File: config.mk
export PLATFORM = sky130hd
export DESIGN_NAME = ddr_turnaround_sched
export DESIGN_NICKNAME = d
export VERILOG_FILES = /design/src/rtl/ddr_turnaround_sched.sv
export SDC_FILE = /design/constraint.sdc
export NUM_CORES = 1
export LEC_CHECK = 0
export ABC_AREA = 1
export BUFFER_PORTS_ARGS = -buffer_cell sky130_fd_sc_hd__buf_4
export CAP_MARGIN = 25
export CORE_UTILIZATION = 50
export CTS_CLUSTER_DIAMETER = 60
export DETAILED_ROUTE_END_ITERATION = 7
export GPL_TIMING_DRIVEN = 0
export PLACE_DENSITY = 0.78
export RECOVER_POWER = 25
export SETUP_SLACK_MARGIN = 0.15
export SYNTH_ARGS = -nofsm -noshare
export SYNTH_HDL_FRONTEND = slang
export SYNTH_SLANG_ARGS = --single-unit
export TNS_END_PERCENT = 5
File: constraint.sdc
create_clock -name clk -period 3.8 [get_ports clk]
set_input_delay 0.76 -clock clk [delete_from_list [all_inputs] [get_ports clk]]
set_output_delay 0.76 -clock clk [all_outputs]
set_load 0.02 [all_outputs]
File: src/rtl/ddr_turnaround_sched.sv
module ddr_turnaround_sched #(
  parameter int ADDR_W = 21,
  parameter int DATA_W = 18,
  parameter int BYTES  = 2
) (
  input  logic              clk,
  input  logic              rst_n,
  input  logic              cfg_three_nop,
  input  logic              req_valid,
  output logic              req_ready,
  input  logic              req_write,
  input  logic [ADDR_W-1:0] req_addr,
  input  logic [DATA_W-1:0] req_wdata0,
  input  logic [DATA_W-1:0] req_wdata1,
  input  logic [BYTES-1:0]  req_wen0,
  input  logic [BYTES-1:0]  req_wen1,
  output logic              cmd_ld_n,
  output logic              cmd_rw,
  output logic [ADDR_W-1:0] cmd_addr,
  output logic              wd_valid,
  output logic [DATA_W-1:0] wd_beat0,
  output logic [DATA_W-1:0] wd_beat1,
  output logic [BYTES-1:0]  wd_en0,
  output logic [BYTES-1:0]  wd_en1
);
  localparam int GAP_W = 2;
  localparam logic [GAP_W-1:0] GAP_MAX = '1;

  logic              rd_open;
  logic [GAP_W-1:0]  idle_cnt;
  logic [DATA_W-1:0] hold_d0, hold_d1;
  logic [BYTES-1:0]  hold_e0, hold_e1;

  wire [GAP_W-1:0] gap_need = cfg_three_nop ? 2'd3 : 2'd2;
  wire wr_ok   = !rd_open || (idle_cnt >= gap_need);
  assign req_ready = !req_write || wr_ok;
  wire fire    = req_valid && req_ready;
  wire wr_slot = !cmd_ld_n && !cmd_rw;
  wire rd_slot = !cmd_ld_n && cmd_rw;

  always_ff @(posedge clk) begin
    if (!rst_n) begin
      cmd_ld_n <= 1'b1;
      cmd_rw   <= 1'b1;
      cmd_addr <= '0;
      rd_open  <= 1'b0;
      idle_cnt <= '0;
      hold_d0  <= '0;
      hold_d1  <= '0;
      hold_e0  <= '0;
      hold_e1  <= '0;
      wd_valid <= 1'b0;
      wd_beat0 <= '0;
      wd_beat1 <= '0;
      wd_en0   <= '0;
      wd_en1   <= '0;
    end else begin
      cmd_ld_n <= !fire;
      if (fire) begin
        cmd_rw   <= !req_write;
        cmd_addr <= req_addr;
      end
      if (fire && req_write) begin
        hold_d0 <= req_wdata0;
        hold_d1 <= req_wdata1;
        hold_e0 <= req_wen0;
        hold_e1 <= req_wen1;
      end
      if (fire && !req_write) begin
        rd_open  <= 1'b1;
        idle_cnt <= '0;
      end else if (fire) begin
        rd_open  <= 1'b0;
      end else if (idle_cnt != GAP_MAX) begin
        idle_cnt <= idle_cnt + 1'b1;
      end
      wd_valid <= wr_slot;
      wd_en0   <= wr_slot ? hold_e0 : '0;
      wd_en1   <= wr_slot ? hold_e1 : '0;
      if (wr_slot) begin
        wd_beat0 <= hold_d0;
        wd_beat1 <= hold_d1;
      end
    end
  end


  rd_wr_gap_chk: assert property (@(posedge clk) disable iff (!rst_n)
    wr_slot |-> !$past(rd_slot, 1) && !$past(rd_slot, 2));


  rd_wr_gap3_chk: assert property (@(posedge clk) disable iff (!rst_n)
    (wr_slot && cfg_three_nop && $past(cfg_three_nop, 3)) |-> !$past(rd_slot, 3));


  slot_follows_hs_chk: assert property (@(posedge clk) disable iff (!rst_n)
    cmd_ld_n == !$past(req_valid && req_ready));


  beats_after_wr_chk: assert property (@(posedge clk) disable iff (!rst_n)
    wd_valid |-> $past(!cmd_ld_n && !cmd_rw));


  read_never_stalls_chk: assert property (@(posedge clk) disable iff (!rst_n)
    (req_valid && !req_write) |-> req_ready);
endmodule

* Yosys cells after proc, flatten, opt, wreduce, memory -nomap -nowiden *
Cells that the tools add are included.

word-level totals
  register bits = 107
  input port bits = 66
  logic and storage cells = 37

cells by class
  add/sub/neg operators = 1
  order comparisons = 1
  equal/unequal tests = 1
  multiplexer cells = 3
  bitwise operators = 2
  reduce and logical (&&, ||, !) cells = 15

operators with widths
  kind                 count
  $logic_not 1->1      5
  $logic_and 1x1->1    4
  $reduce_and 2->1     2
  $mux 1               3
  $add 2x1->2 const B  1
  $ge 2x2->1           1
  $logic_or 1x1->1     2
  $ne 2x2->1 const B   1
  $not 1->1            2
  $reduce_bool 2->1    1
  $reduce_or 2->1      1

* Longest topological paths before layout *
  depth in word-level cells = 7
  mapped depth = 10

* Worst setup path after synthesis *
Ideal clock, no wire load.

  kind = input port to output port
  start = input cfg_three_nop
  end = output req_ready
  data arrival time = 1.272 ns
  data required time = 3.040 ns
  path slack = 1.768 ns
  stages on the path = 3
  buffers on the path = 0
  cell sequence = ha_1 -> nand2_1 -> nand3_4

between the ends
  cells in the longest elaborated chain, start to end = 4

RTL lines
  item              RTL line  source
  from (decl)       8         input logic cfg_three_nop,
  $mux 1            34        wire [GAP_W-1:0] gap_need = cfg_three_nop ? 2'd3 : 2'd2;
  $ge 2x2->1        35        wire wr_ok = !rd_open || (idle_cnt >= gap_need);
  $logic_or 1x1->1  35
  $logic_or 1x1->1  36        assign req_ready = !req_write || wr_ok;
  to (decl)         10        output logic req_ready,

Every way passes these cells.

* Worst setup path after layout *
Ends and elaborated chain as after synthesis.

==> run metrics <==
status=completed; gr usage total=23.19%; Synth top area share=54.64%; number of global-route vias before repair=3,385; Setup Skew=0.01134 ns; maxcap violations=0; fin crit period=2.367 ns; crit-path max FO=3; setup bufs post-CTS=0; CTS Hold Bufs=0; fin crit share=62.29%; WHS Path Cells=2; post-synthesis cell area=3920 sq um; Max-slew headroom=58.07%; cell leakage power=2.594 nW; syn_nets=577; Net count, final=717; r2r worst-path depth=9; post-synth top area cell=dfxtp_1; Hold Vio Cnt, Final=0; Initial Utilization=52.91%; H-tree depth=3; Synth top cells by count=127 x nor2_1, 107 x dfxtp_1, 91 x nand2_1, 55 x o21ai_0, 47 x inv_1; I/O pins=131; Slew Viols, Final=0; #FFs+latches synth=107; Die Wd=90.55 um; # DRC=0; DR WL/cell=12.55 um; largest net degree at the start of global routing=18; Port Buffer Count=129; Mapped Cells=509; core area=7408 sq um; ANT cells=0; Worst-Margin Slew=0.6267 ns; flop2flop setup slack=2.02 ns; count leader, synth=nor2_1; RSZ-0062 raised after global routing=false; final setup vio count=0; Distinct cells, synth=18; Num CTS Buffers=9; top_reg_cell synth=dfxtp_1; # fillers=605; Post-synth ARST share=0%; CP arrival=1.61 ns; Max VDD drop=0.0002632 V; CP Capture Type=output port; crit path launch type=input port; Routed Antenna Nets=0; clk sinks=107; number of enable flip-flop cells after synthesis=0; Final HPWL DP=6817 um; Yosys warnings=0; mean post-synth cell area=7.701 sq um; # rows=31; die area=8198 sq um; die height=90.55 um; Max Clk Rate=422.5 MHz; initial antenna violation count=0; DR vias/cell=4.762; first drt pass iteration count=6; TritonCTS clock tree=built; Crit path required time=3.04 ns; layout cells sized above 1=24.31%; Seq/Total Area, Yosys=54.64%; Vias=3,586; area grow syn2layout=32.01%; PwrDens=428.9 nW/um^2; grt ovf=0; DRT iter0 DRCs=106; register area=2142 sq um; CP Class=in2out; min-delay worst type=reg2reg; Synth area leaders=dfxtp_1 55%, nor2_1 12%, nand2_1 8.7%; CTS Buffer Depth=2; utilization after layout=69.85%; multi-input logic area=1369 sq um; wire length of the first global-routing pass=15,500 um; Clock Latency Late Sink=0.36 ns; Setup TNS=0 ns; Post-Route WL=9447 um; root buf cell=clkbuf_8; Clock transition at path regs=0.10 ns; # resized after CTS=0; GP Congestion=0.7511
cell usage in the layout (no fill, tap or decap), drive strengths merged:
master    instances
nor2            128
clkinv            2
bufinv            1
nand3             5
ha                2
inv              50
a21oi            39
dfxtp           107
clkbuf           22
buf             147
o21ai            57
nand2            92
clkinvlp          2
layout make-up:
type	count	area share, %
Buffer	30	3.796
Clock buffer	10	2.466
Clock inverter	6	1.233
Inverter	49	3.554
Multi-Input combinational cell	323	26.45
Sequential cell	107	41.39
Tap cell	99	2.394
Timing Repair Buffer	129	18.71
path summary, 6_finish.rpt:
path	from	endpoint
worst max register to register	idle_cnt[0]	cmd_addr[7]
worst min register to register	hold_e1[1]	wd_en1[1]
worst max-delay path	cfg_three_nop	req_ready
worst min-delay path	hold_e1[1]	wd_en1[1]
sequential cells by signal, summed over array words and instances, names as in the netlist:
signal / flops
cmd_addr: 21
cmd_ld_n: 1
cmd_rw: 1
hold_d0: 18
hold_d1: 18
hold_e0: 2
hold_e1: 2
idle_cnt: 2
rd_open: 1
wd_beat0: 18
wd_beat1: 18
wd_en0: 2
wd_en1: 2
wd_valid: 1
kinds of logic after synthesis:
kind of cell             Yosys count  synth area share [%]
AO/OA/AOI/OAI                     96                 12.26
flip-flops                       107                 54.64
adder cells (fa/ha/maj)            2                0.6383
AND/OR/NAND/NOR                  225                 22.73
buffers and inverters             79                 9.735
metrics by stage:
stage                     cell area [sq um]  std cells  setup slack (ns)  total power, mW  hold slack [ns]
after detailed placement               5012        737             1.490            1.567           0.4289
after CTS                              5204        753             1.473            2.236           0.4373
after global routing                   5175        753             1.397            2.318           0.4678
after floorplan                        3920        509             1.768            1.422           0.4160
after global placement                 5012        737             1.501            1.556           0.4253
final                                  5175        753             1.433            2.220           0.4374
critical path: stages:
cell and delay (ns):
buf_4 0.11, ha_1 0.28, nand2_1 0.07, nand3_1 0.17, buf_4 0.21
report_power, final:
group,switching (mW),internal (mW)
Sequential,0.0259,1.19
Clock,0.376,0.305
Combinational,0.182,0.145
layer usage:
metal,part of all wire (%),wire (um),GRT usage (%)
met1,44,4186,29.06
met2,48,4571,39.84
met3,5.2,493,3.620
met4,2.1,196,9.005
met5,0,0,0
No activity file was read; power rests on OpenSTA's default activity.
